===== src/rtl/kbs_pkg.sv =====
package kbs_pkg;
  localparam int unsigned SEL_LINES = 8;

  typedef enum logic [1:0] {
    EDGE_SEL  = 2'd0,
    EDGE_IEN  = 2'd1,
    EDGE_DRD  = 2'd2
  } edge_idx_e;

  localparam int unsigned EDGE_N = 3;

  typedef enum logic [1:0] {
    DRV_NONE   = 2'd0,
    DRV_STATUS = 2'd1,
    DRV_DATA   = 2'd2
  } drive_e;
endpackage


===== src/rtl/kbs_strobe_edge.sv =====
module kbs_strobe_edge #(
  parameter int unsigned N = 3
) (
  input  logic         clk,
  input  logic         rst_n,
  input  logic [N-1:0] strobe_n,
  output logic [N-1:0] fall
);
  logic [N-1:0] prev_n;

  for (genvar i = 0; i < N; i++) begin : g_edge
    always_ff @(posedge clk or negedge rst_n) begin
      if (!rst_n) prev_n[i] <= 1'b1;
      else        prev_n[i] <= strobe_n[i];
    end
    assign fall[i] = prev_n[i] & ~strobe_n[i];
  end
endmodule


===== src/rtl/kbs_ctrl.sv =====
module kbs_ctrl (
  input  logic clk,
  input  logic rst_n,
  input  logic sel_fall,
  input  logic ien_fall,
  input  logic slot_bit,
  output logic selected,
  output logic irq_en
);
  always_ff @(posedge clk or negedge rst_n) begin
    if (!rst_n) begin
      selected <= 1'b0;
      irq_en   <= 1'b0;
    end else begin
      if (sel_fall) selected <= ~slot_bit;
      if (ien_fall) irq_en   <= ~slot_bit;
    end
  end
endmodule


===== src/rtl/kbs_wr_port.sv =====
module kbs_wr_port #(
  parameter int unsigned DATA_W = 16
) (
  input  logic              clk,
  input  logic              rst_n,
  input  logic              selected,
  input  logic              dat_wr_n,
  input  logic [DATA_W-1:0] bus_in,
  output logic              hold,
  output logic              wr_valid,
  output logic [DATA_W-1:0] wr_data,
  input  logic              wr_ready
);
  logic full_q;
  logic taken_q;
  logic [DATA_W-1:0] word_q;
  logic want;
  logic capture;

  assign want    = selected & ~dat_wr_n & ~taken_q;
  assign capture = want & ~full_q;
  assign hold    = want & full_q;

  always_ff @(posedge clk or negedge rst_n) begin
    if (!rst_n) begin
      full_q  <= 1'b0;
      taken_q <= 1'b0;
      word_q  <= '0;
    end else begin
      if (capture) begin
        full_q <= 1'b1;
        word_q <= bus_in;
      end else if (full_q && wr_ready) begin
        full_q <= 1'b0;
      end
      if (dat_wr_n)     taken_q <= 1'b0;
      else if (capture) taken_q <= 1'b1;
    end
  end

  assign wr_valid = full_q;
  assign wr_data  = word_q;
endmodule


===== src/rtl/kbs_rd_port.sv =====
module kbs_rd_port #(
  parameter int unsigned DATA_W = 16
) (
  input  logic              clk,
  input  logic              rst_n,
  input  logic              pop,
  input  logic              dat_rd_n,
  input  logic              rd_valid,
  input  logic [DATA_W-1:0] rd_data,
  output logic              rd_ready,
  output logic              pending,
  output logic [DATA_W-1:0] word
);
  logic [DATA_W-1:0] word_q;
  logic pend_q;

  assign rd_ready = ~pend_q & dat_rd_n;

  always_ff @(posedge clk or negedge rst_n) begin
    if (!rst_n) begin
      pend_q <= 1'b0;
      word_q <= '0;
    end else if (pop) begin
      pend_q <= 1'b0;
    end else if (rd_valid && rd_ready) begin
      pend_q <= 1'b1;
      word_q <= rd_data;
    end
  end

  assign pending = pend_q;
  assign word    = word_q;
endmodule


===== src/rtl/kbs_slave.sv =====
module kbs_slave #(
  parameter int unsigned DATA_W = 16,
  parameter int unsigned SLOT   = 3
) (
  input  logic              clk,
  input  logic              rst_n,
  input  logic              sel_n,
  input  logic              irq_wr_n,
  input  logic              irq_rd_n,
  input  logic              dat_wr_n,
  input  logic              dat_rd_n,
  input  logic [DATA_W-1:0] bus_in,
  output logic [DATA_W-1:0] bus_out,
  output logic [DATA_W-1:0] bus_oe,
  output logic              irq_pull,
  output logic              wait_out,
  output logic              wait_oe,
  output logic              wr_valid,
  output logic [DATA_W-1:0] wr_data,
  input  logic              wr_ready,
  input  logic              rd_valid,
  input  logic [DATA_W-1:0] rd_data,
  output logic              rd_ready
);
  import kbs_pkg::*;

  localparam int unsigned LINE = SLOT % SEL_LINES;
  localparam logic [DATA_W-1:0] LINE_MASK = DATA_W'(1) << LINE;

  logic [EDGE_N-1:0] strobes_n;
  logic [EDGE_N-1:0] falls;
  logic selected, irq_en;
  logic hold;
  logic pending;
  logic [DATA_W-1:0] rd_word;
  logic req;
  drive_e drv;

  assign strobes_n[EDGE_SEL] = sel_n;
  assign strobes_n[EDGE_IEN] = irq_wr_n;
  assign strobes_n[EDGE_DRD] = dat_rd_n;

  kbs_strobe_edge #(.N(EDGE_N)) u_edge (
    .clk(clk), .rst_n(rst_n), .strobe_n(strobes_n), .fall(falls)
  );

  kbs_ctrl u_ctrl (
    .clk(clk), .rst_n(rst_n),
    .sel_fall(falls[EDGE_SEL]), .ien_fall(falls[EDGE_IEN]),
    .slot_bit(bus_in[LINE]),
    .selected(selected), .irq_en(irq_en)
  );

  kbs_wr_port #(.DATA_W(DATA_W)) u_wr (
    .clk(clk), .rst_n(rst_n), .selected(selected), .dat_wr_n(dat_wr_n),
    .bus_in(bus_in), .hold(hold),
    .wr_valid(wr_valid), .wr_data(wr_data), .wr_ready(wr_ready)
  );

  kbs_rd_port #(.DATA_W(DATA_W)) u_rd (
    .clk(clk), .rst_n(rst_n),
    .pop(selected & falls[EDGE_DRD]), .dat_rd_n(dat_rd_n),
    .rd_valid(rd_valid), .rd_data(rd_data), .rd_ready(rd_ready),
    .pending(pending), .word(rd_word)
  );

  assign req      = pending & irq_en;
  assign irq_pull = req;
  assign wait_oe  = selected;
  assign wait_out = ~hold;

  always_comb begin
    if (!irq_rd_n)                 drv = DRV_STATUS;
    else if (selected && !dat_rd_n) drv = DRV_DATA;
    else                           drv = DRV_NONE;
  end

  always_comb begin
    bus_out = '1;
    bus_oe  = '0;
    unique case (drv)
      DRV_STATUS: begin
        bus_oe        = LINE_MASK;
        bus_out[LINE] = ~req;
      end
      DRV_DATA: begin
        bus_oe  = '1;
        bus_out = rd_word;
      end
      default: ;
    endcase
  end
endmodule


===== config.mk =====
export PLATFORM = sky130hd
export DESIGN_NAME = kbs_slave
export DESIGN_NICKNAME = d
export VERILOG_FILES = /design/src/rtl/kbs_pkg.sv /design/src/rtl/kbs_strobe_edge.sv /design/src/rtl/kbs_ctrl.sv /design/src/rtl/kbs_wr_port.sv /design/src/rtl/kbs_rd_port.sv /design/src/rtl/kbs_slave.sv
export SDC_FILE = /design/constraint.sdc
export NUM_CORES = 1
export LEC_CHECK = 0
export BUFFER_PORTS_ARGS = -buffer_cell sky130_fd_sc_hd__buf_4
export CORE_ASPECT_RATIO = 1.4
export CORE_MARGIN = 4
export CORE_UTILIZATION = 48
export CTS_CLUSTER_SIZE = 10
export DETAILED_ROUTE_END_ITERATION = 10
export PLACE_DENSITY = 0.95
export SLEW_MARGIN = 10
export SYNTH_ARGS = -nofsm -noshare
export SYNTH_HDL_FRONTEND = slang
export SYNTH_SLANG_ARGS = --single-unit
export TNS_END_PERCENT = 100

===== constraint.sdc =====
create_clock -name clk -period 3.7 [get_ports clk]
set_clock_uncertainty 0.2 [all_clocks]
set_input_delay 0.37 -clock clk [delete_from_list [all_inputs] [get_ports clk]]
set_output_delay 0.37 -clock clk [all_outputs]
set_load 0.01 [all_outputs]

Word level (Yosys, flattened, before mapping)
Cells that the tools add are included.
- bitwise gates (word level): 21
- equality and inequality tests: 2
- reduce and logical (&&, ||, !) cells: 8
- mux-type cells: 12
- operators with widths (cell ; count):
    $pmux 16 s2 ; 1
    $mux 12 ; 1
    $not 1->1 ; 11
    $and 1x1->1 ; 10
    $mux 1 ; 6
    $reduce_bool 2->1 ; 3
    $mux 2 ; 2
    $logic_and 1x1->1 ; 3
    $mux 3 ; 1
    $eq 2x1->1 const B ; 1
    $eq 2x2->1 const B ; 1
    $pmux 1 s2 ; 1
    $reduce_and 2->1 ; 1
    $logic_not 1->1 ; 1
- flip-flop bits (word level): 40
- bits of input ports: 41
- output and inout port bits: 53
- logic and storage cells: 53

Logic depth before layout (Yosys ltp)
Gate-level depths: netlist of run 1.
- depth after elaboration: 6
- gate-level depth with buffers: 4
- gate-level depth less buffers: 2

Modules after synthesis
From an unflattened synthesis of run 1, not the netlist that was laid out.
- cells, all modules: 132
- area total of the unflattened synthesis: 1883.1 um^2
- modules (own cells, without submodules) (module ; area an instance (um^2) ; seq. area each (um^2) ; cells each ; times used):
    kbs_wr_port ; 705.7 ; 450.4 ; 42 ; 1
    kbs_rd_port ; 703.2 ; 425.4 ; 39 ; 1
    kbs_slave ; 276.5 ; 0.0 ; 39 ; 1
    kbs_strobe_edge ; 120.1 ; 78.8 ; 6 ; 1
    kbs_ctrl ; 77.6 ; 50.0 ; 6 ; 1

Worst setup path after synthesis of run 1
OpenSTA, ideal clock, no wires.
- path kind: register to output
- start point: reg u_ctrl.selected
- end point: out bus_oe[10]
- setup slack: 1.854 ns
- data required time: 3.130 ns
- stages on the path, launching flop included: 5
- arrival time: 1.276 ns
- path buffers: 2
- cell sequence: dfrtp_1 > nand3b_1 > clkbuf_1 > inv_1 > buf_4
- longest elaborated chain between the ends: 5
- elaborated cells on any way between the ends: 6
- classes of those cells: 2 x eq/ne; 3 x mux; 1 x reduce/logical
- RTL lines (what ; line ; RTL):
    start, declared ; kbs_ctrl.sv:7 ; output logic selected,
    start signal, assigned ; kbs_ctrl.sv:15 ; if (sel_fall) selected <= ~slot_bit;
    $logic_and 1x1->1 * ; kbs_slave.sv:74 ; else if (selected && !dat_rd_n) drv = DRV_DATA;
    $mux 2 * ; kbs_slave.sv:74 ;
    $mux 2 * ; kbs_slave.sv:73 ; if (!irq_rd_n) drv = DRV_STATUS;
    $eq 2x2->1 or $eq 2x1->1 (tied branches) ; kbs_slave.sv:81 ; unique case (drv)
    $pmux 16 s2 * ; kbs_slave.sv:81 ;
    end, declared ; kbs_slave.sv:14 ; output logic [DATA_W-1:0] bus_oe,
Every way passes the cells marked *; elsewhere a longest branch is shown, timed or not.

Worst setup path after layout of run 1
- start point: reg u_ctrl.selected
- end point: out bus_oe[6]
The elaborated chain is that of the path after synthesis.

==> impl_metrics.yaml, run 1 <==
yosys:
  synthesis.instances: 127
  yosys.area.top_type: "dfrtp_1"
  synth_nets: 168
  syn-cell-area_um2: 1760
  yosysWarnings: 0
  synth_cell_types: 22
  synthTopCellsByCount: "dfrtp_1 (37), mux2_2 (32), or2_2 (15)"
  synth-seq-cells: 40
  yosys-top-cells-area: "dfrtp_1 (53%), mux2_2 (21%), buf_4 (6.0%)"
  ys_seq_area_share_pct: 57.2
  syn_avg_cell_area_um2: 13.8
  async_flop_share_pct: 100
  dominantRegCellSynth: "dfrtp_1"
  synth.most_common_cell: "dfrtp_1"
  synth_top_area_share_pct: 52.7
  synth_edf_count: 0
cts:
  htreeDepth: 2
  cts_tree: "yes"
  clock-root-buffer: "clkbuf_8"
  cts_setup_buffers: 0
  cts_buffers: 5
  clock_latency_ns: 0.29
  path_clk_slew_ns: 0.08
  cts_sinks: 40
  clk_path_buf_depth: 2
drt:
  drt-pass1-iter-count: 4
  drt_wl_total_mm: 3.88
  vias: 1257
  first_iter_violations: 27
  antenna_left: 0
  vias_per_cell: 4.95
  routedWlPerCell_um: 15.3
  drc: 0
sta:
  hold_viol: 0
  fin_tns_setup_ns: 0
  period_minus_slack_ns: 2.37
  max_freq_mhz: 423
  period_share_pct: 63.9
  maxSlewHeadroom_pct: 31.2
  report.final.slew_viol_count: 0
  rsz0062_at_grt: "no"
  worst_slew_pin_slew_ns: 1.03
  finalSetupViolCount: 0
setup_path:
  cp_slowest_cell: "dfrtp_1"
  path_depth: 3
  max_stage_delay_ns: 0.48
  arrival_ns: 1.80
  cp_top_family: "buffers and inverters"
  crit_type: "register to output pin"
  cp_data_required_time_ns: 3.13
  r2r-end: "u_wr.wr_data[4]$_DFFE_PN0P_"
  worst_setup_path_end_kind: "output pin"
  r2r_cells: 2
  rrSetupSlack_ns: 1.60
  cp_num_buf_inv: 2
  path_max_fanout: 16
  cp-start-kind: "register"
  critPathCapture: "bus_oe[6]"
  path_cells: "nand3b_1 > inv_1 > buf_4"
  rr_startpoint: "u_ctrl.selected$_DFFE_PN0P_"
  crit_start: "u_ctrl.selected$_DFFE_PN0P_"
finish:
  nets: 254
  antenna-diode-count: 0
  fin_util_pct: 73.2
  fillCellCount: 235
  drive_above_1_share_pct: 71.5
  areaGrowthSynthToFinish_pct: 43.5
global_routing:
  grt_pass1_vias: 1337
  grt_first_pass_wirelength_mm: 6.22
  grt.total_usage_pct: 17.7
  grt_max_degree: 41
  antenna_found_initial: 0
  grt_overflow: 0
power:
  intPower_mw: 1.07
  p_per_area_nw_per_um2: 586
  p_seq_share_pct: 44.4
  peakVddDrop_v: 0.000482
  switchingPower_uw: 410
  switching_share_pct: 27.8
  pwr-share-clk_pct: 23.8
  power_leakage_nw: 1.21
  power_frac_comb_pct: 31.8
floorplanning:
  dieArea_um2: 4700
  core_um2: 3440
  ios: 94
  start_util_pct: 51.0
  die_h_um: 79.6
  die_w_um: 59.1
  placementRows: 25
hold_path:
  hold_path_class: "input pin to register"
place:
  dp_hpwl_mm: 2.91
  port_buffers: 93
  place_congestion: 0.716
run:
  cap_violations: 0
status:
  status: "complete, no violations"
## area by class of cell
cell class,count,area [um2],area share (%)
timing repair buffer,96,728,28.9
multi-input combinational,65,607,24.1
inverter,5,18.8,0.745
tap,40,50.0,1.99
clock buffer,5,68.8,2.73
sequential,40,1000,39.9
clock inverter,3,42.5,1.69
## power by group through the flow
| stage | sequential [mW] | combinational [mW] | clock [mW] |
|---|---|---|---|
| global placement | 0.654 | 0.459 | 0 |
| global route | 0.675 | 0.508 | 0.381 |
| floorplan | 0.688 | 0.200 | 0 |
| finish | 0.656 | 0.469 | 0.351 |
| CTS | 0.656 | 0.476 | 0.364 |
| detailed placement | 0.661 | 0.473 | 0 |
## worst min-delay path by stage
stage	startpoint	to	slack, ns	depth (start not counted)
finish	dat_rd_n	u_edge.prev_n[2]$_DFF_PN1_	0.02	1
global route	dat_rd_n	u_edge.prev_n[2]$_DFF_PN1_	0.005	1
CTS	dat_rd_n	u_edge.prev_n[2]$_DFF_PN1_	0.004	1
detailed placement	rst_n	u_ctrl.irq_en$_DFFE_PN0P_	0.17	1
global placement	rst_n	u_wr.wr_data[15]$_DFFE_PN0P_	0.17	1
floorplan	rst_n	u_ctrl.irq_en$_DFFE_PN0P_	-0.13	0
## metal layers
| metal | GRT usage (%) | vias up | part of all wire (%) |
|---|---|---|---|
| met4 | 6.12 | 0 | 1.4 |
| met3 | 7.93 | 6 | 13 |
| met1 | 19.5 | 596 | 36 |
| li1 | - | 583 | - |
| met5 | 0 | - | 0 |
| met2 | 29.6 | 72 | 50 |
## registers in the layout, summed over array words and instances (netlist names)
| register | cells |
|---|---|
| u_wr.taken_q | 1 |
| u_ctrl.selected | 1 |
| u_rd.word | 16 |
| u_ctrl.irq_en | 1 |
| u_wr.wr_valid | 1 |
| u_edge.prev_n | 3 |
| u_rd.pending | 1 |
| u_wr.wr_data | 16 |
## per-stage QoR
step | std cells | power [mW] | setup slack [ns] | hold slack, ns | area, um2
after floorplan | 127 | 0.888 | 1.85 | -0.126 | 1760
after global routing | 254 | 1.56 | 1.12 | 0.00486 | 2520
final | 254 | 1.48 | 1.33 | 0.0184 | 2520
after global placement | 243 | 1.11 | 1.56 | 0.167 | 2380
after CTS | 254 | 1.50 | 1.29 | 0.00396 | 2520
after detailed placement | 243 | 1.13 | 1.54 | 0.174 | 2380
## cell families (layout without fill, tap and decap cells)
| group | after synthesis | count (layout) | synth area share, % |
|---|---|---|---|
| buffers and inverters | 22 | 109 | 8.20 |
| AND/OR/NAND/NOR | 25 | 25 | 10.3 |
| multiplexers | 35 | 35 | 22.2 |
| flip-flops | 40 | 40 | 57.2 |
| AO/OA/AOI/OAI | 5 | 5 | 2.00 |
## cell usage in the layout (no fill, tap or decap), drive strengths merged
| master | count |
|---|---|
| o22a | 1 |
| or2 | 15 |
| a21oi | 1 |
| buf | 93 |
| mux2i | 3 |
| o21ai | 1 |
| a21boi | 1 |
| nand4b | 1 |
| inv | 5 |
| dfrtp | 37 |
| nor4b | 1 |
| dlygate4sd3 | 3 |
| clkinv | 1 |
| dfstp | 3 |
| nand3b | 2 |
| mux2 | 32 |
| clkinvlp | 1 |
| a21o | 1 |
| nor3b | 1 |
| bufinv | 1 |
| and2 | 1 |
| nor2b | 3 |
| clkbuf | 5 |
| or2b | 1 |
## timing repair
item / 4_1_cts / 5_1_grt
gates resized for setup: 0 / 0
endpoints found under the setup margin: 0 / 0
hold buffers: 3 / 0
hold endpoints to repair: 39 / 0
Note: power is estimated with default switching activity, not from simulation.
==> inputs of run 2 (changes only) <==
--- a/config.mk
+++ b/config.mk
@@ -8,10 +8,10 @@
 export BUFFER_PORTS_ARGS = -buffer_cell sky130_fd_sc_hd__buf_4
 export CORE_ASPECT_RATIO = 1.4
 export CORE_MARGIN = 4
-export CORE_UTILIZATION = 48
+export CORE_UTILIZATION = 44
 export CTS_CLUSTER_SIZE = 10
 export DETAILED_ROUTE_END_ITERATION = 10
-export PLACE_DENSITY = 0.95
+export PLACE_DENSITY = 0.89
 export SLEW_MARGIN = 10
 export SYNTH_ARGS = -nofsm -noshare
 export SYNTH_HDL_FRONTEND = slang
==> constraint.sdc (replaced) <==
create_clock -name clk -period 2.2 [get_ports clk]
set_clock_uncertainty 0.2 [all_clocks]
set_input_delay 0.22 -clock clk [delete_from_list [all_inputs] [get_ports clk]]
set_output_delay 0.22 -clock clk [all_outputs]
set_load 0.01 [all_outputs]
==> impl_metrics.yaml, run 2 (synthesis gave the netlist of run 1 again) <==
power:
  switchingPower_uw: 704
  p_seq_share_pct: 42.5
  power_leakage_nw: 1.38
  peakVddDrop_v: 0.000742
  intPower_mw: 1.91
  p_per_area_nw_per_um2: 897
  pwr-share-clk_pct: 24.4
  switching_share_pct: 27.0
  power_frac_comb_pct: 33.2
cts:
  cts_tree: "yes"
  path_clk_slew_ns: 0.08
  ctsHoldBuffers: 38
  clock-root-buffer: "clkbuf_8"
  clock_latency_ns: 0.28
  cts_sinks: 40
  cts_buffers: 5
  cts_resized: 0
  clk_path_buf_depth: 2
  cts_setup_buffers: 0
  htreeDepth: 2
global_routing:
  grt_first_pass_wirelength_mm: 7.12
  grt_overflow: 0
  antenna_found_initial: 0
  grt_pass1_vias: 1563
  grt.total_usage_pct: 19.0
  grt_max_degree: 41
floorplanning:
  dieArea_um2: 5080
  start_util_pct: 46.9
  die_w_um: 61.4
  ios: 94
  die_h_um: 82.7
  core_um2: 3740
  placementRows: 26
drt:
  vias: 1413
  first_iter_violations: 34
  drt-pass1-iter-count: 3
  routedWlPerCell_um: 15.5
  vias_per_cell: 4.81
  antenna_left: 0
  drc: 0
  drt_wl_total_mm: 4.56
setup_path:
  worst_setup_path_end_kind: "output pin"
  r2r_cells: 4
  path_cells: "nand3b_1 > inv_1 > buf_4"
  cp_num_buf_inv: 2
  r2r-end: "u_wr.wr_data[12]$_DFFE_PN0P_"
  cp_slowest_cell: "inv_1"
  cp_top_family: "buffers and inverters"
  path_max_fanout: 16
  cp-start-kind: "register"
  cp_data_required_time_ns: 1.78
  rr_startpoint: "u_ctrl.selected$_DFFE_PN0P_"
  max_stage_delay_ns: 0.44
  rrSetupSlack_ns: 0.52
  crit_type: "register to output pin"
  arrival_ns: 1.59
sta:
  worst_slew_pin_slew_ns: 0.489
  hold_viol: 0
  maxSlewHeadroom_pct: 67.4
  report.final.slew_viol_count: 0
  fin_tns_setup_ns: 0
  period_share_pct: 91.4
  finalSetupViolCount: 0
  rsz0062_at_grt: "no"
  period_minus_slack_ns: 2.01
  max_freq_mhz: 497
place:
  place_congestion: 0.774
  port_buffers: 93
  dp_hpwl_mm: 3.02
  dp.cells: 248
hold_path:
  min_from: "wr_ready"
  min_to: "u_wr.wr_valid$_DFFE_PN0P_"
  hold_depth: 3
  hold_path_class: "input pin to register"
finish:
  nets: 292
  areaGrowthSynthToFinish_pct: 65.8
  final_common_cell: "buf_4"
  fillCellCount: 232
  final_cells: 294
  antenna-diode-count: 0
  layout_common_cells: "buf_4 (96), dlygate4sd3_1 (38), dfrtp_1 (37)"
  drive_above_1_share_pct: 61.9
run:
  cap_violations: 0
status:
  status: "complete, no violations"
## run 2: cell types whose count changed in the layout (fill, tap and decap cells not counted)
| cell | change |
|---|---|
| dlygate4sd3_1 | +35 |
| buf_4 | +3 |
| clkbuf_8 | +2 |
| clkinv_2 | -1 |
| clkinvlp_4 | -1 |
## run 2: area by class of cell
cell class	count	area [um2]	area share (%)
clock buffers	7	96.3	3.31
flip-flops and latches	40	1000	34.5
repair buffers	134	1100	37.8
multi-input cells	65	607	20.9
inverters	5	18.8	0.645
well taps	42	52.6	1.81
clock inverters	1	30.0	1.03
## run 2: through the flow
step,util (%),cell area [um2],hold slack (ns),setup WS (ns),total power [mW]
2_1_floorplan,-,1760,-0.276,0.461,1.49
3_3_place_gp,64.2,2400,0.0191,0.420,1.89
3_5_place_dp,64.2,2400,0.0193,0.383,1.92
4_1_cts,77.8,2910,0.0143,0.157,2.62
5_1_grt,77.8,2910,0.0124,0.00176,2.76
6_report,77.8,2910,0.0238,0.189,2.61
## run 2: layer usage
| layer | up-vias | share of wire [%] | track usage [%] |
|---|---|---|---|
| li1 | 662 | - | - |
| met1 | 664 | 37 | 21.0 |
| met2 | 77 | 50 | 33.3 |
| met3 | 10 | 10 | 6.38 |
| met4 | 0 | 2.0 | 6.58 |
| met5 | - | 0 | 0 |
## run 2: tightest hold or removal path: stages
cell and delay, ns:
buf_4 0.10, inv_1 0.04, a21o_2 0.11
## run 2: worst max-delay path by stage
stage | slack [ns] | depth (start not counted) | startpoint | to
final | 0.19 | 3 | u_ctrl.selected$_DFFE_PN0P_ | bus_oe[0]
after global placement | 0.42 | 4 | dat_rd_n | bus_oe[7]
after CTS | 0.16 | 3 | u_ctrl.selected$_DFFE_PN0P_ | bus_oe[14]
after floorplan | 0.46 | 3 | u_ctrl.selected$_DFFE_PN0P_ | u_wr.wr_data[10]$_DFFE_PN0P_
after global routing | 0.002 | 3 | u_ctrl.selected$_DFFE_PN0P_ | bus_oe[15]
after detailed placement | 0.38 | 4 | dat_rd_n | bus_oe[14]
## run 2: power by group through the flow
stage          clock network [mW]  logic [mW]  registers [mW]
2_1_floorplan                   0       0.337            1.16
3_3_place_gp                    0       0.787            1.10
3_5_place_dp                    0       0.809            1.11
4_1_cts                     0.653       0.865            1.10
5_1_grt                     0.691       0.931            1.14
6_report                    0.636       0.866            1.11
